$ cat src/rtl/bicolor_led_pkg.sv
package bicolor_led_pkg;

    localparam int VAL_W   = 3;
    localparam int SLOT_W  = 3;   // 8 PWM slots per frame
    localparam int PHASES  = 12;  // common repeat of 2 s and 3 s patterns, in steps
    localparam int PHASE_W = 4;

    typedef logic [VAL_W-1:0] val_t;

    localparam val_t M_DARK    = 3'd0;
    localparam val_t M_ALT1    = 3'd1; // front: steady blue, bay: activity
    localparam val_t M_RED     = 3'd2;
    localparam val_t M_BLINK_B = 3'd3;
    localparam val_t M_BLINK_R = 3'd4;
    localparam val_t M_B5_R1   = 3'd5;
    localparam val_t M_B2_R2   = 3'd6;
    localparam val_t M_ALT7    = 3'd7; // front: short blue flash, bay: steady blue

    localparam int REG_FRONT_MODE = 0;
    localparam int REG_FRONT_LVL  = 1;
    localparam int REG_BAY_LVL    = 2;
    localparam int REG_BAY_BASE   = 3;

endpackage

$ cat src/rtl/led_strobe_bus.sv
module led_strobe_bus
    import bicolor_led_pkg::*;
#(
    parameter int AW   = 3,
    parameter int NREG = 8
) (
    input  logic                        clk,
    input  logic                        rst_n,
    input  logic [AW-1:0]               bus_addr,
    input  logic [VAL_W-1:0]            bus_data,
    input  logic                        bus_en,
    output logic [NREG-1:0][VAL_W-1:0]  regs_o,
    output logic [NREG-1:0]             wr_o
);

    typedef struct packed {
        logic [AW-1:0]              a1;
        logic [AW-1:0]              a2;
        logic [VAL_W-1:0]           d1;
        logic [VAL_W-1:0]           d2;
        logic                       e1;
        logic                       e2;
        logic                       e3;
        logic [NREG-1:0][VAL_W-1:0] regs;
    } bus_st_t;

    bus_st_t s_d, s_q;
    logic    commit;

    always_comb begin
        s_d    = s_q;
        s_d.a1 = bus_addr;
        s_d.a2 = s_q.a1;
        s_d.d1 = bus_data;
        s_d.d2 = s_q.d1;
        s_d.e1 = bus_en;
        s_d.e2 = s_q.e1;
        s_d.e3 = s_q.e2;
        commit = s_q.e2 & ~s_q.e3;
        wr_o   = '0;
        if (commit && (int'(s_q.a2) < NREG)) begin
            wr_o[s_q.a2] = 1'b1;
        end
        for (int i = 0; i < NREG; i++) begin
            if (wr_o[i]) begin
                s_d.regs[i] = s_q.d2;
            end
        end
    end

    always_ff @(posedge clk or negedge rst_n) begin
        if (!rst_n) begin
            s_q <= '0;
        end else begin
            s_q <= s_d;
        end
    end

    assign regs_o = s_q.regs;

    a_r2_single_target: assert property (@(posedge clk) disable iff (!rst_n)
        $onehot0(wr_o));

    for (genvar g = 0; g < NREG; g++) begin : g_keep
        a_r2_untouched_kept: assert property (@(posedge clk) disable iff (!rst_n)
            !wr_o[g] |=> $stable(regs_o[g]));
    end

endmodule

$ cat src/rtl/led_timebase.sv
module led_timebase
    import bicolor_led_pkg::*;
#(
    parameter int STEP_CLKS = 25_000_000,
    parameter int SLOT_CLKS = 6250
) (
    input  logic              clk,
    input  logic              rst_n,
    output logic              step_tick,
    output logic [SLOT_W-1:0] slot_o
);

    localparam int DW = (STEP_CLKS > 1) ? $clog2(STEP_CLKS) : 1;
    localparam int SW = (SLOT_CLKS > 1) ? $clog2(SLOT_CLKS) : 1;

    typedef struct packed {
        logic [DW-1:0]     div;
        logic [SW-1:0]     sdiv;
        logic [SLOT_W-1:0] slot;
        logic              tick;
    } tb_st_t;

    tb_st_t s_d, s_q;

    always_comb begin
        s_d      = s_q;
        s_d.tick = (s_q.div == DW'(STEP_CLKS - 1));
        s_d.div  = s_d.tick ? '0 : s_q.div + 1'b1;
        if (s_q.sdiv == SW'(SLOT_CLKS - 1)) begin
            s_d.sdiv = '0;
            s_d.slot = s_q.slot + 1'b1;
        end else begin
            s_d.sdiv = s_q.sdiv + 1'b1;
        end
    end

    always_ff @(posedge clk or negedge rst_n) begin
        if (!rst_n) begin
            s_q <= '0;
        end else begin
            s_q <= s_d;
        end
    end

    assign step_tick = s_q.tick;
    assign slot_o    = s_q.slot;

    if (STEP_CLKS > 1) begin : g_tick_chk
        a_r5_tick_isolated: assert property (@(posedge clk) disable iff (!rst_n)
            step_tick |=> !step_tick);
    end

endmodule

$ cat src/rtl/led_channel.sv
module led_channel
    import bicolor_led_pkg::*;
#(
    parameter bit BAY       = 1'b0,
    parameter int HOLD_CLKS = 2_500_000
) (
    input  logic              clk,
    input  logic              rst_n,
    input  logic [VAL_W-1:0]  mode,
    input  logic [VAL_W-1:0]  level,
    input  logic              mode_wr,
    input  logic              step_tick,
    input  logic [SLOT_W-1:0] slot,
    input  logic              act,
    output logic              blue_o,
    output logic              red_o
);

    localparam int HW = $clog2(HOLD_CLKS + 1);

    typedef struct packed {
        logic               a1;
        logic               a2;
        logic [HW-1:0]      hold;
        logic [PHASE_W-1:0] phase;
        logic               blue;
        logic               red;
    } ch_st_t;

    ch_st_t             s_d, s_q;
    logic               busy, pat_b, pat_r, gate, first_half;
    logic [PHASE_W-1:0] p6;

    always_comb begin
        s_d    = s_q;
        s_d.a1 = act;
        s_d.a2 = s_q.a1;
        busy   = s_q.a2 | (s_q.hold != '0);
        if (s_q.a2) begin
            s_d.hold = HW'(HOLD_CLKS);
        end else if (s_q.hold != '0) begin
            s_d.hold = s_q.hold - 1'b1;
        end

        if (mode_wr) begin
            s_d.phase = '0;
        end else if (step_tick) begin
            s_d.phase = (s_q.phase == PHASE_W'(PHASES - 1)) ? '0 : s_q.phase + 1'b1;
        end

        p6         = (s_q.phase >= PHASE_W'(6)) ? s_q.phase - PHASE_W'(6) : s_q.phase;
        first_half = ~s_q.phase[1];
        pat_b      = 1'b0;
        pat_r      = 1'b0;
        case (mode)
            M_ALT1:    pat_b = BAY ? ~busy : 1'b1;
            M_RED:     pat_r = 1'b1;
            M_BLINK_B: pat_b = first_half;
            M_BLINK_R: pat_r = first_half;
            M_B5_R1: begin
                pat_b = (p6 != PHASE_W'(5));
                pat_r = (p6 == PHASE_W'(5));
            end
            M_B2_R2: begin
                pat_b = first_half;
                pat_r = ~first_half;
            end
            M_ALT7:    pat_b = BAY ? 1'b1 : (p6 == '0);
            default: begin
                pat_b = 1'b0;
                pat_r = 1'b0;
            end
        endcase

        gate     = (slot < level);
        s_d.blue = pat_b & gate;
        s_d.red  = pat_r & gate;
    end

    always_ff @(posedge clk or negedge rst_n) begin
        if (!rst_n) begin
            s_q <= '0;
        end else begin
            s_q <= s_d;
        end
    end

    assign blue_o = s_q.blue;
    assign red_o  = s_q.red;

    a_r5_one_colour: assert property (@(posedge clk) disable iff (!rst_n)
        !(blue_o && red_o));

    a_r9_phase_restart: assert property (@(posedge clk) disable iff (!rst_n)
        mode_wr |=> (s_q.phase == '0));

    a_r4_dark_at_zero: assert property (@(posedge clk) disable iff (!rst_n)
        (level == '0) |=> (!blue_o && !red_o));

    if (BAY) begin : g_bay_chk
        a_r8_no_red_in_act: assert property (@(posedge clk) disable iff (!rst_n)
            (mode == M_ALT1) |=> !red_o);
        a_r8_dark_while_held: assert property (@(posedge clk) disable iff (!rst_n)
            (mode == M_ALT1 && s_q.hold != '0) |=> !blue_o);
        a_r7_bay_steady: assert property (@(posedge clk) disable iff (!rst_n)
            (mode == M_ALT7 && slot < level) |=> blue_o);
    end

endmodule

$ cat src/rtl/bicolor_led_ctrl.sv
module bicolor_led_ctrl
    import bicolor_led_pkg::*;
#(
    parameter int NUM_BAYS  = 5,
    parameter int STEP_CLKS = 25_000_000,
    parameter int SLOT_CLKS = 6250,
    parameter int HOLD_CLKS = 2_500_000
) (
    input  logic                clk,
    input  logic                rst_n,
    input  logic [2:0]          bus_addr,
    input  logic [VAL_W-1:0]    bus_data,
    input  logic                bus_en,
    input  logic [NUM_BAYS-1:0] bay_act,
    output logic                front_blue,
    output logic                front_red,
    output logic [NUM_BAYS-1:0] bay_blue,
    output logic [NUM_BAYS-1:0] bay_red
);

    localparam int NREG = REG_BAY_BASE + NUM_BAYS;

    logic [NREG-1:0][VAL_W-1:0] regs;
    logic [NREG-1:0]            wr;
    logic                       step_tick;
    logic [SLOT_W-1:0]          slot;

    led_strobe_bus #(.AW(3), .NREG(NREG)) bus_i (
        .clk      (clk),
        .rst_n    (rst_n),
        .bus_addr (bus_addr),
        .bus_data (bus_data),
        .bus_en   (bus_en),
        .regs_o   (regs),
        .wr_o     (wr)
    );

    led_timebase #(.STEP_CLKS(STEP_CLKS), .SLOT_CLKS(SLOT_CLKS)) time_i (
        .clk       (clk),
        .rst_n     (rst_n),
        .step_tick (step_tick),
        .slot_o    (slot)
    );

    led_channel #(.BAY(1'b0), .HOLD_CLKS(HOLD_CLKS)) front_i (
        .clk       (clk),
        .rst_n     (rst_n),
        .mode      (regs[REG_FRONT_MODE]),
        .level     (regs[REG_FRONT_LVL]),
        .mode_wr   (wr[REG_FRONT_MODE]),
        .step_tick (step_tick),
        .slot      (slot),
        .act       (1'b0),
        .blue_o    (front_blue),
        .red_o     (front_red)
    );

    for (genvar k = 0; k < NUM_BAYS; k++) begin : g_bay
        led_channel #(.BAY(1'b1), .HOLD_CLKS(HOLD_CLKS)) bay_i (
            .clk       (clk),
            .rst_n     (rst_n),
            .mode      (regs[REG_BAY_BASE + k]),
            .level     (regs[REG_BAY_LVL]),
            .mode_wr   (wr[REG_BAY_BASE + k]),
            .step_tick (step_tick),
            .slot      (slot),
            .act       (bay_act[k]),
            .blue_o    (bay_blue[k]),
            .red_o     (bay_red[k])
        );
    end

endmodule

$ cat config.mk
export PLATFORM = sky130hd
export DESIGN_NAME = bicolor_led_ctrl
export DESIGN_NICKNAME = d
export VERILOG_FILES = /design/src/rtl/bicolor_led_pkg.sv /design/src/rtl/led_strobe_bus.sv /design/src/rtl/led_timebase.sv /design/src/rtl/led_channel.sv /design/src/rtl/bicolor_led_ctrl.sv
export SDC_FILE = /design/constraint.sdc
export NUM_CORES = 1
export LEC_CHECK = 0
export ABC_AREA = 1
export BUFFER_PORTS_ARGS = -buffer_cell sky130_fd_sc_hd__buf_2
export CAP_MARGIN = 30
export CORE_ASPECT_RATIO = 1.25
export CORE_MARGIN = 3
export CORE_UTILIZATION = 35
export DETAILED_ROUTE_END_ITERATION = 8
export HOLD_SLACK_MARGIN = 0.15
export PLACE_DENSITY_LB_ADDON = 0.1
export SYNTH_ARGS = -nofsm -noshare
export SYNTH_HDL_FRONTEND = slang
export SYNTH_SLANG_ARGS = --single-unit
$ cat constraint.sdc
create_clock -name clk -period 5 [get_ports clk]
set_clock_uncertainty 0.2 [all_clocks]
set_input_delay 1 -clock clk [delete_from_list [all_inputs] [get_ports clk]]
set_output_delay 1 -clock clk [all_outputs]
set_load 0.03 [all_outputs]
==> qor.csv, run 1 <==
metric,value,unit
status,finished clean,
Area Overhead vs Synth,13.85,%
CP Class,flop to output port,
minimum clock period,2.346,ns
"most common cell after layout, fill and taps aside",nand2_1,
M1 GR Usage,0.2039,
Hold Path Depth,0,
Worst Hold Class,flop to flop,
CP peak stage delay,0.40,ns
first-pass GRT wire length,51.14,mm
CTS tree,yes,
flop-to-flop setup slack,2.87,ns
worst r2r src,g_bay[4].bay_i.s_q[28],
"Max FO, Critical Path",1,
Die Ht,221.6,um
Fill cells,3766,
"Cell Chain, Critical Path",buf_2,
via density per instance,4.773,
period utilization,0.4692,
Synth Register Bits,237,
P_sw,1.345,mW
Total Wirelength,29.99,mm
beginning of the worst hold path,bus_i.s_d[33],
net count after synthesis,1700,
Top Ports,26,
"commonest non-fill, non-tap cells in the layout","310 x nand2_1, 246 x nor2_1, 237 x dfrtp_1",
core region area,36500,um2
GR met2 Demand/Resource,0.2632,
Starting DRT DRC Count,489,
1st-pass router iterations,5,
# clock sinks,237,
register share of total power,0.419,
antenna violations before repair,0,
Min-Delay Endpoint,bus_i.s_q[33],
# setup viols final,0,
reg2reg end,g_bay[4].bay_i.s_q[27],
Post-synth EDFFs,0,
Syn Area/Cell,7.886,um2
"Reg clk slew, reported paths",0.06,ns
Worst-Margin Slew,0.8720,ns
Top Usage Layer GRT,met2,
WP data required,3.80,ns
GRT Total Usage,0.1546,
TritonCTS buffer count,29,
worst reg2reg path depth,4,
"Buf+Inv Stages, Crit Path",1,
Core Rows,78,
ys async rst share,1.000,
Antenna Diode Count,0,
slowest cell on the critical path,dfrtp_1,
RSZ-0062 raised after global routing,false,
vias in the first global route,10470,
routed via count,10470,
largest net degree at the start of global routing,102,
Post-Syn Area,13010,um2
max_cap viols,0,
Max VDD drop,0.2182,mV
Synth Instances,1650,
Ys Warns,0,
GRT met3 Usage,0.01987,
fin nets,1741,
Yosys cell types,49,
"area leader, netlist",dfrtp_1,
Clock Tree Root,clkbuf_16,
Initial Util,0.3565,
Max Fclk,0.4263,GHz
# H-tree levels,1,
switching portion of total power,0.2630,
"Seq/Total Area, Yosys",0.4558,
clock tree buffer depth,3,
Pint,3.770,mW
area share of the largest cell type after synthesis,0.4558,
largest cells by area after synthesis,"dfrtp_1 46%, nand2_1 8.9%, nor2_1 7.1%",
Die ar.,39540,um2
Main synth FF type,dfrtp_1,
clock share of power,0.476,
CP arrival,1.15,ns
post-CTS setup buffer count,0,
Port Buf Inserts,25,
setup TNS,0,ns
Clock Latency Late Sink,0.56,ns
Comb pwr share,0.105,
hold_ws,0.1511,ns
DRC viols,0,
grt total ovfl,0,
Avg WL per Cell,13.67,um
Max Slew Vio Count,0,
Detail Route Antenna Nets,0,
startpoint types,flop,
fraction of layout cells with a size suffix above 1,0.09574,
GP Congestion,0.8367,
LEAKAGE,6.712,nW
Die X,178.5,um
Final Hold Viols,0,
critical path capture point type,output port,
cell family with the largest share of critical-path delay,flip-flops,
max_slew headroom,0.4186,
Pwr per Cell Area,345.3,nW/um2
Post-DP HPWL,21.60,mm
[final cells by class]
class,instances,area (um2),share of cell area
inverters,234,888.4,0.05997
clock inverters,16,301.5,0.02035
clock buffers,37,815.8,0.05507
flip-flops and latches,237,5931,0.4003
multi-input cells,1157,6067,0.4095
well taps,480,600.6,0.04054
repair buffers,32,210.2,0.01419
[synth_stat cells, types with 20 or more instances]
cell / count
xor2_1: 54
ha_1: 36
dfrtp_1: 237
inv_1: 224
nor2_2: 20
nand2_1: 310
nand4_1: 36
o21ai_0: 83
nor2_1: 246
nand3_1: 102
nor3_1: 75
a21oi_1: 65
[through the flow]
step,setup slack [ns],total power [mW],cell area [um2],cells,util
global placement,2.706,2.717,13660,2136,0.3742
global route,2.610,5.368,14810,2193,0.4059
finish,2.654,5.115,14810,2193,0.4059
CTS,2.593,5.218,14810,2193,0.4059
floorplan,3.221,2.550,13010,1650,-
detailed placement,2.670,2.724,13660,2136,0.3742
[registers in the layout, indices dropped and copies added (netlist names)]
name,cells
g_bay.bay_i.s_q,135
bus_i.regs_o,24
bus_i.s_d,8
front_i.red_o,1
bus_i.s_q,7
g_bay.bay_i.red_o,5
time_i.step_tick,1
front_i.s_q,4
front_i.blue_o,1
g_bay.bay_i.blue_o,5
g_bay.bay_i.s_d,5
time_i.slot_o,3
time_i.s_q,38
[worst max path at each step]
| stage | startpoint | end | slack [ns] | cells after the start |
|---|---|---|---|---|
| final | g_bay[2].bay_i.red_o | bay_red[2] | 2.65 | 1 |
| after global routing | g_bay[1].bay_i.red_o | bay_red[1] | 2.61 | 1 |
| after CTS | g_bay[1].bay_i.red_o | bay_red[1] | 2.59 | 1 |
| after detailed placement | rst_n | g_bay[4].bay_i.s_q[10] | 2.67 | 2 |
| after global placement | rst_n | g_bay[4].bay_i.s_q[17] | 2.71 | 2 |
| after floorplan | g_bay[4].bay_i.s_q[6] | g_bay[4].bay_i.s_q[7] | 3.22 | 9 |
[logic make-up (layout without fill, tap and decap cells)]
| family | after synthesis | in the layout | synth area share |
|---|---|---|---|
| muxes | 1 | 1 | 0.0008653 |
| xor gates and xnor gates | 64 | 64 | 0.04308 |
| and+or+nand+nor | 861 | 861 | 0.3041 |
| adders and majority gates | 36 | 36 | 0.03462 |
| AOI/OAI and AO/OA | 195 | 195 | 0.08356 |
| buffers and inverters | 256 | 319 | 0.07798 |
| DFF | 237 | 237 | 0.4558 |
[what timing repair did]
action,4_1_cts,5_1_grt
resized for setup,0,0
hold endpoints to repair,4,0
hold buffers,4,0
[layer usage]
| layer | share of wire | vias up |
|---|---|---|
| li1 | - | 5413 |
| met1 | 0.46 | 4881 |
| met2 | 0.48 | 119 |
| met3 | 0.032 | 55 |
| met4 | 0.027 | 0 |
| met5 | 0 | - |
[power groups by stage]
stage	Combinational [mW]	Sequential, mW	Clock [mW]
finish	0.536	2.14	2.44
global route	0.616	2.16	2.59
CTS	0.549	2.15	2.52
detailed placement	0.543	2.18	0
global placement	0.537	2.18	0
floorplan	0.405	2.14	0
Note: power is estimated with default switching activity, not from simulation.
==> run 2: changes to the inputs <==
==> constraint.sdc (replaced) <==
create_clock -name clk -period 2.3 [get_ports clk]
set_clock_uncertainty 0.2 [all_clocks]
set_input_delay 0.46 -clock clk [delete_from_list [all_inputs] [get_ports clk]]
set_output_delay 0.46 -clock clk [all_outputs]
set_load 0.03 [all_outputs]
==> qor.csv, run 2 (synthesis results as in run 1) <==
metric,value,unit
status,finished clean,
critical path capture point type,flop,
largest net degree at the start of global routing,45,
Worst Hold Class,flop to flop,
Top Ports,26,
vias in the first global route,10610,
utilization after layout,0.4084,
1st-pass router iterations,5,
Hold Path Depth,0,
# clock sinks,237,
fin nets,1767,
Worst-Margin Slew,0.4553,ns
Min-Delay Endpoint,g_bay[1].bay_i.s_q[28],
# setup viols final,0,
GRT Total Usage,0.1572,
DRC viols,0,
max reg flops,135,
Critical Path Source,g_bay[0].bay_i.s_q[6],
first-pass GRT wire length,52.23,mm
routed via count,10550,
Antenna Diode Count,0,
"Cell Chain, Critical Path","inv_1, ha_1, inv_1, nor3_2, nand3_2, nor2_8, inv_4, o21ai_1, inv_1",
Port Buf Inserts,25,
Post-DP HPWL,22.25,mm
post-place setup slack,0.3151,ns
"Reg clk slew, reported paths",0.06,ns
Final Hold Viols,0,
"most common cell after layout, fill and taps aside",nand2_1,
Core Rows,78,
flop-to-flop setup slack,0.30,ns
minimum clock period,2.001,ns
Total Wirelength,30.15,mm
worst reg2reg path depth,9,
Fill cells,3806,
Final Power,10.46,mW
Die ar.,39540,um2
antenna violations before repair,0,
max_cap viols,0,
Pwr per Cell Area,701.7,nW/um2
worst r2r src,g_bay[0].bay_i.s_q[6],
CP Class,flop to flop,
Max Fclk,0.4997,GHz
Die X,178.5,um
grt total ovfl,0,
fraction of layout cells with a size suffix above 1,0.1025,
"commonest non-fill, non-tap cells in the layout","310 x nand2_1, 246 x nor2_1, 237 x dfrtp_1",
max_slew headroom,0.6926,
CP peak stage delay,0.40,ns
period utilization,0.8701,
Max Slew Vio Count,0,
post-route worst setup slack,0.2989,ns
GP Congestion,0.8676,
Detail Route Antenna Nets,0,
Largest Register,g_bay.bay_i.s_q,
# H-tree levels,1,
Area Overhead vs Synth,14.55,%
LEAKAGE,6.784,nW
via density per instance,4.760,
slowest cell on the critical path,dfrtp_1,
Initial Util,0.3565,
setup TNS,0,ns
Clock Latency Late Sink,0.55,ns
"Max FO, Critical Path",9,
Avg WL per Cell,13.60,um
Max VDD drop,0.4245,mV
Die Ht,221.6,um
CTS tree,yes,
CP arrival,2.25,ns
WP data required,2.54,ns
beginning of the worst hold path,g_bay[1].bay_i.s_d[28],
core region area,36500,um2
Clock Tree Root,clkbuf_16,
Starting DRT DRC Count,452,
RSZ-0062 raised after global routing,false,
CP most frequent cell,inv_1,
clock tree buffer depth,3,
startpoint types,flop,
TritonCTS buffer count,28,
reg2reg end,g_bay[0].bay_i.s_q[13],
-- run 2: cell count changes in the layout (fill, tap and decap cells not counted), moves of 2 or more --
| cell | previous run | this run |
|---|---|---|
| clkinv_4 | 2 | 0 |
| buf_12 | 1 | 3 |
| dlygate4sd3_1 | 4 | 15 |
| clkinv_2 | 2 | 10 |
| buf_4 | 2 | 16 |
| bufinv_16 | 8 | 3 |
-- run 2: report_power, final --
part	internal, mW	total (mW)	switching [mW]
Clock	2.77	4.59	1.81
Combinational	0.410	1.24	0.832
Sequential	4.42	4.63	0.206
Total	7.61	10.5	2.85
-- run 2: what timing repair did --
action                     4_1_cts  5_1_grt
resized for setup                0        0
setup endpoints to repair        0        0
hold buffers                    15        0
hold endpoints to repair       251        0
setup buffers                    0        0
-- run 2: worst max-delay path, delay by kind of cell, from the launching register on --
| family | cells | cell delay [ns] |
|---|---|---|
| compound gates | 1 | 0.08 |
| fa+ha+maj | 1 | 0.17 |
| buf+inv | 4 | 0.37 |
| flops | 1 | 0.40 |
| simple gates | 3 | 0.67 |
-- run 2: worst max path at each step --
stage                                         to  slack (ns)
after CTS                 g_bay[4].bay_i.s_q[16]        0.30
after floorplan            g_bay[4].bay_i.s_q[7]        0.52
after detailed placement  g_bay[4].bay_i.s_q[16]        0.32
after global placement    g_bay[4].bay_i.s_q[16]        0.38
final                     g_bay[0].bay_i.s_q[13]        0.30
after global routing      g_bay[1].bay_i.s_q[10]        0.11
-- run 2: through the flow --
stage	hold slack (ns)	cell area, um2	std cells
floorplan	-0.03559	13010	1650
global placement	0.1322	13800	2152
detailed placement	0.1347	13800	2152
CTS	0.1505	14910	2217
global route	0.1571	14910	2217
finish	0.1456	14910	2217
-- run 2: routing by layer --
layer / share of wire / wire length, um / vias to the layer above / GRT usage
met5: 0 / 0 / - / 0
met3: 0.031 / 943 / 55 / 0.02312
li1: - / - / 5472 / -
met1: 0.45 / 13620 / 4891 / 0.2035
met2: 0.49 / 14870 / 135 / 0.2705
met4: 0.024 / 713 / 0 / 0.04628
-- run 2: final cells by class --
cell class	instances	area, um2	share of cell area
Timing Repair Buffer	59	465.4	0.03123
Clock buffer	35	798.3	0.05356
Clock inverter	15	155.1	0.01041
Multi-Input combinational cell	1157	6067	0.4070
Sequential cell	237	5931	0.3979
Inverter	234	888.4	0.05960
Tap cell	480	600.6	0.04029
==> run 3: changes to the inputs <==
--- a/config.mk
+++ b/config.mk
@@ -14,6 +14,7 @@
 export DETAILED_ROUTE_END_ITERATION = 8
 export HOLD_SLACK_MARGIN = 0.15
 export PLACE_DENSITY_LB_ADDON = 0.1
+export RECOVER_POWER = 25
 export SYNTH_ARGS = -nofsm -noshare
 export SYNTH_HDL_FRONTEND = slang
 export SYNTH_SLANG_ARGS = --single-unit
==> constraint.sdc (replaced) <==
create_clock -name clk -period 1.9 [get_ports clk]
set_clock_uncertainty 0.2 [all_clocks]
set_input_delay 0.38 -clock clk [delete_from_list [all_inputs] [get_ports clk]]
set_output_delay 0.38 -clock clk [all_outputs]
set_load 0.03 [all_outputs]
==> qor.csv, run 3 (synthesis results as in run 1) <==
metric,value,unit
max_cap viols,0,
TritonCTS buffer count,29,
Pwr per Cell Area,828.1,nW/um2
post-place setup slack,0.01451,ns
1st-pass router iterations,5,
minimum clock period,1.792,ns
# setup viols final,0,
startpoint types,flop,
Critical Path Source,g_bay[1].bay_i.s_q[10],
fin nets,1834,
Avg WL per Cell,13.53,um
Die Ht,221.6,um
worst r2r src,g_bay[1].bay_i.s_q[10],
period utilization,0.9433,
"most common cell after layout, fill and taps aside",nand2_1,
setup TNS,0,ns
Worst-Margin Slew,0.4701,ns
Core Rows,78,
core region area,36500,um2
vias in the first global route,11000,
grt total ovfl,0,
Top Ports,26,
Max VDD drop,0.5297,mV
CP arrival,2.05,ns
Die ar.,39540,um2
fraction of layout cells with a size suffix above 1,0.1473,
critical path capture point type,flop,
beginning of the worst hold path,g_bay[1].bay_i.s_d[28],
"Max FO, Critical Path",3,
hold_ws,0.1489,ns
GRT Total Usage,0.1610,
Initial Util,0.3565,
Antenna Diode Count,0,
LEAKAGE,7.145,nW
post-route insts no fill,2286,
Worst Hold Class,flop to flop,
CP Class,flop to flop,
WP data required,2.16,ns
DRC viols,0,
status,finished clean,
"Reg clk slew, reported paths",0.06,ns
Final Power,12.96,mW
clock tree buffer depth,3,
Detail Route Antenna Nets,0,
Max Fclk,0.5579,GHz
Area Overhead vs Synth,20.28,%
"commonest non-fill, non-tap cells in the layout","308 x nand2_1, 236 x dfrtp_1, 230 x nor2_1",
largest net degree at the start of global routing,56,
max reg flops,135,
Port Buf Inserts,25,
Post-DP HPWL,22.80,mm
Max Slew Vio Count,0,
Die X,178.5,um
CTS tree,yes,
antenna violations before repair,0,
Clock Tree Root,clkbuf_16,
first-pass GRT wire length,53.34,mm
routed via count,10850,
max_slew headroom,0.6826,
Starting DRT DRC Count,463,
Final Hold Viols,0,
RSZ-0062 raised after global routing,true,
# H-tree levels,1,
dpl cells,2205,
via density per instance,4.746,
Largest Register,g_bay.bay_i.s_q,
Clock Latency Late Sink,0.55,ns
post-route worst setup slack,0.1077,ns
GP Congestion,0.8384,
Total Wirelength,30.93,mm
# clock sinks,237,
## run 3: changes by cell type in the layout (fill, tap and decap cells not counted), sizes merged
cell | before | now
buf | 44 | 99
inv | 231 | 232
clkbuf | 35 | 42
clkinv | 13 | 14
bufinv | 3 | 4
clkinvlp | 2 | 1
dlygate4sd3 | 15 | 20
## run 3: worst max-delay path, cell delays in order, from the launching register on
cell     delay (ns)
dfrtp_1        0.40
nor2_1         0.17
nand2_1        0.14
nor2_1         0.21
nand4_1        0.19
or2_1          0.24
a21oi_1        0.16
## run 3: report_power, final
group	internal (mW)	leakage, nW	switching [mW]
registers	5.36	2.95	0.251
clock network	3.49	0.494	2.23
logic	0.583	3.70	1.06
total	9.43	7.14	3.53
## run 3: final cells by class
| cell class | count | area, um2 |
|---|---|---|
| fill | 3762 | 20850 |
| multi-input combinational | 1157 | 6201 |
| sequential | 237 | 5932 |
| timing repair buffer | 125 | 1042 |
| inverter | 234 | 888.4 |
| clock buffer | 36 | 792.0 |
| tap | 480 | 600.6 |
| clock inverter | 17 | 195.2 |
## run 3: metrics by stage
step	utilization	cell area [um2]
after CTS	0.4232	15450
final	0.4288	15650
after global routing	0.4288	15650
after floorplan	-	13010
after global placement	0.3904	14250
after detailed placement	0.3904	14250
## run 3: what timing repair did
item	in CTS	in global routing
setup endpoints to repair	1	57
buffers inserted	0	8
resized for setup	1	40
cloned	0	0
pin swaps	0	7
hold buffers	20	0
endpoints found under the hold margin	255	0
## run 3: routing by layer
layer	routed length, um	part of all wire	track usage
met5	0	0	0
met4	669	0.022	0.04200
met3	838	0.027	0.02004
met2	15310	0.49	0.2808
met1	14110	0.46	0.2098
## run 3: worst paths after layout
path / end / slack, ns / depth (start not counted)
setup / recovery: g_bay[1].bay_i.blue_o / 0.11 / 6
min in group asynchronous: g_bay[0].bay_i.s_q[16] / 0.62 / 3
hold reg to reg: g_bay[1].bay_i.s_q[28] / 0.15 / 0
setup reg to reg: g_bay[1].bay_i.blue_o / 0.11 / 6
max in group asynchronous: time_i.s_q[8] / 0.29 / 4
hold / removal: g_bay[1].bay_i.s_q[28] / 0.15 / 0
